--- config.mk ---
export PLATFORM = sky130hd
export DESIGN_NAME = wdt3_ctrl
export DESIGN_NICKNAME = d
export VERILOG_FILES = /design/src/rtl/wdt3_pkg.sv /design/src/rtl/wdt3_prescale.sv /design/src/rtl/wdt3_chan.sv /design/src/rtl/wdt3_pulse.sv /design/src/rtl/wdt3_ctrl.sv
export SDC_FILE = /design/constraint.sdc
export NUM_CORES = 1
export LEC_CHECK = 0
export BUFFER_PORTS_ARGS = -buffer_cell sky130_fd_sc_hd__buf_2
export CORE_UTILIZATION = 40
export DETAILED_ROUTE_END_ITERATION = 12
export PLACE_DENSITY = 0.61
export SYNTH_ARGS = -nofsm -noshare
export SYNTH_HDL_FRONTEND = slang
export SYNTH_SLANG_ARGS = --single-unit
--- constraint.sdc ---
create_clock -name clk -period 2.9 [get_ports clk]
set_clock_uncertainty 0.2 [all_clocks]
set_input_delay 0.29 -clock clk [delete_from_list [all_inputs] [get_ports clk]]
set_output_delay 0.29 -clock clk [all_outputs]
set_load 0.05 [all_outputs]
--- src/rtl/wdt3_pkg.sv ---
package wdt3_pkg;
   localparam logic [3:0] OFF_CNT = 4'h0;
   localparam logic [3:0] OFF_LIM = 4'h4;
   localparam logic [3:0] OFF_STS = 4'h8;
   localparam logic [1:0] MASK_WIN = 2'd3;
   localparam int NCH = 3;

   function automatic logic [15:0] lane_swap(input logic [15:0] v);
      return {v[7:0], v[15:8]};
   endfunction
endpackage

--- src/rtl/wdt3_prescale.sv ---
module wdt3_prescale #(
   parameter int DIV = 5000000
) (
   input  logic clk,
   input  logic rst_n,
   output logic tick
);
   generate
      if (DIV < 1) begin : g_bad
         $error("wdt3_prescale: DIV must be at least 1");
      end
      if (DIV == 1) begin : g_every
         assign tick = rst_n;
      end else begin : g_div
         localparam int PW = $clog2(DIV);
         localparam logic [PW-1:0] LAST = PW'(DIV - 1);
         logic [PW-1:0] pc;
         always_ff @(posedge clk or negedge rst_n) begin
            if (!rst_n)          pc <= '0;
            else if (pc == LAST) pc <= '0;
            else                 pc <= pc + 1'b1;
         end
         assign tick = (pc == LAST);
      end
   endgenerate
endmodule

--- src/rtl/wdt3_chan.sv ---
module wdt3_chan #(
   parameter int CW = 16
) (
   input  logic          clk,
   input  logic          rst_n,
   input  logic          tick,
   input  logic          ld,
   input  logic [CW-1:0] ld_val,
   input  logic          reload,
   output logic [CW-1:0] cnt,
   output logic [CW-1:0] lim,
   output logic          run,
   output logic          expd,
   output logic          fire
);
   localparam logic [CW-1:0] ONE = CW'(1);

   logic step;
   assign step = tick && run && !ld && !reload;
   assign fire = step && (cnt <= ONE);

   always_ff @(posedge clk or negedge rst_n) begin
      if (!rst_n) begin
         cnt  <= ONE;
         lim  <= ONE;
         run  <= 1'b0;
         expd <= 1'b0;
      end else if (ld) begin
         cnt  <= ld_val;
         lim  <= ld_val;
         run  <= 1'b1;
         expd <= 1'b0;
      end else if (reload) begin
         cnt <= lim;
      end else if (fire) begin
         cnt  <= '0;
         run  <= 1'b0;
         expd <= 1'b1;
      end else if (step) begin
         cnt <= cnt - 1'b1;
      end
   end
endmodule

--- src/rtl/wdt3_pulse.sv ---
module wdt3_pulse #(
   parameter int W = 16
) (
   input  logic clk,
   input  logic rst_n,
   input  logic trig,
   output logic pulse
);
   localparam int PW = $clog2(W + 1);
   localparam logic [PW-1:0] LOADV = PW'(W);

   generate
      if (W < 1) begin : g_bad
         $error("wdt3_pulse: W must be at least 1");
      end
   endgenerate

   logic [PW-1:0] left;
   always_ff @(posedge clk or negedge rst_n) begin
      if (!rst_n)          left <= '0;
      else if (trig)       left <= LOADV;
      else if (left != '0) left <= left - 1'b1;
   end
   assign pulse = (left != '0);
endmodule

--- src/rtl/wdt3_ctrl.sv ---
module wdt3_ctrl #(
   parameter int CW        = 16,
   parameter int CLK_HZ    = 50000000,
   parameter int TICK_HZ   = 10,
   parameter int RST_PULSE = 16
) (
   input  logic        clk,
   input  logic        rst_n,
   input  logic        req,
   input  logic        we,
   input  logic [5:0]  addr,
   input  logic [15:0] wdata,
   output logic [15:0] rdata,
   output logic        irq,
   output logic        cpu_rst,
   output logic        board_rst
);
   import wdt3_pkg::*;

   localparam int DIV = CLK_HZ / TICK_HZ;

   generate
      if (CW < 2 || CW > 16) begin : g_bad_cw
         $error("wdt3_ctrl: CW must lie in 2..16");
      end
      if (DIV < 1) begin : g_bad_div
         $error("wdt3_ctrl: CLK_HZ must be at least TICK_HZ");
      end
   endgenerate

   logic [1:0] win;
   logic [3:0] off;
   logic       wr_hit, rd_hit, tick;
   logic [CW-1:0] ld_val;
   logic [NCH-1:0][CW-1:0] cnt_q, lim_q;
   logic [NCH-1:0] run_q, exp_q, fire, ld, reload;
   logic [NCH-1:0] mask_q;
   logic [NCH-1:0] act;

   assign win    = addr[5:4];
   assign off    = addr[3:0];
   assign wr_hit = req && we;
   assign rd_hit = req && !we;
   assign ld_val = CW'(lane_swap(wdata));

   wdt3_prescale #(.DIV(DIV)) u_pre (.clk(clk), .rst_n(rst_n), .tick(tick));

   for (genvar gi = 0; gi < NCH; gi++) begin : g_ch
      assign ld[gi]     = wr_hit && (win == 2'(gi)) && (off == OFF_LIM);
      assign reload[gi] = rd_hit && (win == 2'(gi)) && (off == OFF_CNT);
      assign act[gi]    = fire[gi] && !mask_q[gi];
      wdt3_chan #(.CW(CW)) u_chan (
         .clk(clk), .rst_n(rst_n), .tick(tick),
         .ld(ld[gi]), .ld_val(ld_val), .reload(reload[gi]),
         .cnt(cnt_q[gi]), .lim(lim_q[gi]),
         .run(run_q[gi]), .expd(exp_q[gi]), .fire(fire[gi])
      );
   end

   always_ff @(posedge clk or negedge rst_n) begin
      if (!rst_n)
         mask_q <= '0;
      else if (wr_hit && win == MASK_WIN && off == OFF_CNT)
         mask_q <= wdata[NCH-1:0];
   end

   always_ff @(posedge clk or negedge rst_n) begin
      if (!rst_n) begin
         rdata <= '0;
      end else begin
         rdata <= '0;
         if (rd_hit) begin
            if (win == MASK_WIN) begin
               if (off == OFF_CNT) rdata <= 16'(mask_q);
            end else begin
               unique case (off)
                  OFF_CNT: rdata <= lane_swap(16'(cnt_q[win]));
                  OFF_LIM: rdata <= lane_swap(16'(lim_q[win]));
                  OFF_STS: rdata <= {14'd0, exp_q[win], run_q[win]};
                  default: rdata <= '0;
               endcase
            end
         end
      end
   end

   assign irq = exp_q[0] && !mask_q[0];

   wdt3_pulse #(.W(RST_PULSE)) u_cpu (
      .clk(clk), .rst_n(rst_n), .trig(act[1]), .pulse(cpu_rst));
   wdt3_pulse #(.W(RST_PULSE)) u_brd (
      .clk(clk), .rst_n(rst_n), .trig(act[2]), .pulse(board_rst));

   logic unused_act0;
   assign unused_act0 = act[0];
endmodule

==> metrics.md <==
| Metric | Value |
|---|---|
| Num CTS Buffers | `17` |
| Largest buffer count on any clock path | `2` |
| Worst Path Arrival | `2830 ps` |
| Final Cycle Share | `91.9%` |
| Top FF cell, synth | `dfrtp_1` |
| Die width | `roughly 150 µm` |
| Total nets after synthesis | `987` |
| Slowest stage delay, CP | `610 ps` |
| # H-tree levels | `4` |
| Hold WS | `163 ps` |
| Root buf cell | `clkbuf_16` |
| Slew margin rel. | `49.8%` |
| Fin. max-slew vios | `0` |
| Post-synth EDFFs | `0` |
| Drt first pass iters | `5` |
| Fin crit period | `2670 ps` |
| Synth Instances | `950` |
| CTS tree | `done` |
| Syn avg cell area | `9.30 µm²` |
| Cell taking the most area after synthesis | `dfrtp_1` |
| Die area | `22,700 µm²` |
| Post-route setup TNS | `0 ps` |
| Clk slew on worst S/H paths | `70 ps` |
| Max frequency | `between 0.3 and 0.4 GHz` |
| Most common cell after layout, fill and taps aside | `dfrtp_1` |
| Commonest non-fill, non-tap cells in the layout | `dfrtp_1 (148), nand2_1 (131), nor2_1 (61)` |
| Critical Path RT | `about 3100 ps` |
| Row Count | `between 50 and 60` |
| Cell Area, Placed | `~9600 µm²` |
| DPL Wire Length | `20,600 µm` |
| Peak VDD IR | `0.410 mV` |
| Final Cell Area | `10,400 µm²` |
| Share of cells above drive strength 1 | `a little under a fifth` |
| Worst hold path type | `primary input to asynchronous set/reset pin` |
| Initial Util | `41.4%` |
| Filler Cells Inserted | `2,022` |
| DR DRC count | `0` |
| Dominant cells by area after synthesis | `dfrtp_1 (42%), nand2_1 (5.6%), mux2_2 (4.7%)` |
| Drt via density | `about 6` |
| Routed Antenna Nets | `0` |
| Nets | `between 1,000 and 1,500` |
| IO Pins | `45` |
| Chip height | `roughly 150 µm` |
| GRT Residual Overflow | `0` |
| Largest net degree at the start of global routing | `57` |
| Iter 0 DRT Violations | `780` |
| Power per cell area | `591 nW/µm²` |
| WL final | `between 20,000 and 30,000 µm` |
| Clk Latency, worst-skew pair | `430 ps` |
| Antenna violations before repair | `1` |
| Flops & latches, synth | `154` |
| PortBufs | `between 40 and 50` |
| Seq/Total Area, Yosys | `between 40% and 50%` |
| Outcome | `complete, no violations` |
| First-pass GRT wire length | `43,500 µm` |
| CP Max Fanout | `7` |
| Crit path kind | `flop to flop` |
| Vias | `7,955` |
| Gr usage total | `between 20% and 30%` |
| Post-cts gate resize count | `0` |
| Lkg Pwr | `4.60 nW` |
| Worst Setup End Kind | `flop` |
| RSZ-0062 raised after global routing | `no` |
| CP startpoint kind | `flop` |
| Ys async rst share | `between 90% and 100%` |
| Drt wl/cell | `20.9 µm` |
| Layout area overhead | `18.3%` |
| Yosys warnings | `0` |
| Max Cap Violations | `0` |
| Final Hold Viols | `0` |
| Critical-path cell list | `nor4_2 -> and3_1 -> nand4_1 -> nor4_1 -> a211o_1` |
| Placeable Area | `approximately 21,000 µm²` |
| CTS Sinks | `approximately 150` |
| Post-synth top area share | `41.9%` |
| Worst Max-Slew Pin Slew | `746 ps` |
| Final Setup Violations | `0` |
| Crit-path slowest cell | `nor4_1` |
| Placer Congestion | `0.936` |
| Synthesized area | `8830 µm²` |
| Distinct cells, synth | `69` |
| Number of global-route vias before repair | `7,637` |
[per-stage QoR]
step                      std cells  setup WS, ps  util [%]  total power, mW
after floorplan                 950           465         -             3.32
after global placement         1273           363      45.1             3.73
after detailed placement       1273           311      45.1             3.75
after CTS                      1322           254      48.9             6.19
after global routing           1322          29.9      48.9             6.47
final                          1323           234      48.9             6.17
[area by class of cell]
| cell class | instances | area (µm²) | share of cell area, % |
|---|---|---|---|
| well taps | 275 | 344 | 3.29 |
| clock inverters | 10 | 166 | 1.59 |
| multi-input cells | 721 | 4680 | 44.8 |
| flip-flops and latches | 154 | 3860 | 37.0 |
| clock buffers | 22 | 464 | 4.44 |
| diodes | 1 | 2.50 | 0.0240 |
| repair buffers | 119 | 845 | 8.09 |
| inverters | 21 | 78.8 | 0.755 |
[final timing paths]
| path | end | from | cells after the start | slack, ps |
|---|---|---|---|---|
| hold reg to reg | g_ch[1].u_chan.lim[0] | g_ch[1].u_chan.lim[0] | 2 | 280 |
| hold / removal | u_cpu.left[3] | rst_n | 2 | 160 |
| max in group asynchronous | g_ch[1].u_chan.cnt[0] | rst_n | 3 | 1510 |
| setup reg to reg | g_ch[0].u_chan.cnt[10] | u_pre.g_div.pc[12] | 5 | 230 |
| setup / recovery | g_ch[0].u_chan.cnt[10] | u_pre.g_div.pc[12] | 5 | 230 |
| min in group clk | g_ch[0].u_chan.expd | addr[5] | 3 | 180 |
[where the power goes]
group	total, mW	switching, mW	internal, mW	leakage (nW)
Clock	2.42	0.926	1.49	0.301
Sequential	2.55	0.218	2.33	2.03
Combinational	1.20	0.693	0.509	2.26
Total	6.17	1.84	4.34	4.60
[flip-flops by register name, indices dropped and copies added (netlist names)]
name	count
g_ch.u_chan.lim	48
u_pre.g_div.pc	23
u_cpu.left	5
g_ch.u_chan.expd	3
mask_q	3
u_brd.left	5
rdata	16
g_ch.u_chan.cnt	48
g_ch.u_chan.run	3
[kinds of logic after synthesis]
kind of cell	Yosys count	share of synthesized area, %
compound gates	237	18.2
xor+xnor	21	2.08
fa+ha+maj	11	1.56
buf+inv	75	3.39
flops	154	43.7
mux	74	9.20
simple gates	378	21.8
[timing repair]
action                    4_1_cts  5_1_grt
hold buffers                   17        0
setup buffers                   0        0
hold endpoints to repair       71        0
[critical path: cells and delay by family, from the launching register on]
family | cells | cell delay (ps)
AO/OA/AOI/OAI | 1 | 200
AND/OR/NAND/NOR | 4 | 1750
flip-flops | 1 | 440
[synth_stat cells, types with 7 or more instances]
| library cell | count |
|---|---|
| a21oi_1 | 36 |
| a22o_1 | 10 |
| a22oi_1 | 44 |
| and2_1 | 10 |
| and3_1 | 11 |
| buf_1 | 7 |
| buf_2 | 8 |
| clkbuf_1 | 38 |
| dfrtp_1 | 148 |
| ha_1 | 11 |
| inv_1 | 21 |
| mux2_2 | 37 |
| mux2i_1 | 35 |
| nand2_1 | 131 |
| nand2b_1 | 7 |
| nand3_1 | 34 |
| nand4_1 | 24 |
| nor2_1 | 61 |
| nor3_1 | 28 |
| nor4_1 | 12 |
| o211ai_1 | 20 |
| o21ai_0 | 54 |
| o22ai_1 | 10 |
| or3_1 | 12 |
| or4_1 | 15 |
| xnor2_1 | 17 |
[per-layer routing]
metal | track usage, % | routed length (µm) | vias up
met4 | 10.7 | 882 | 2
met2 | 39.6 | 12700 | 294
met1 | 34.8 | 12200 | 3882
met5 | 0 | 13 | -
li1 | - | - | 3718
met3 | 4.82 | 1850 | 59
Power figures use the tool's default switching activity.
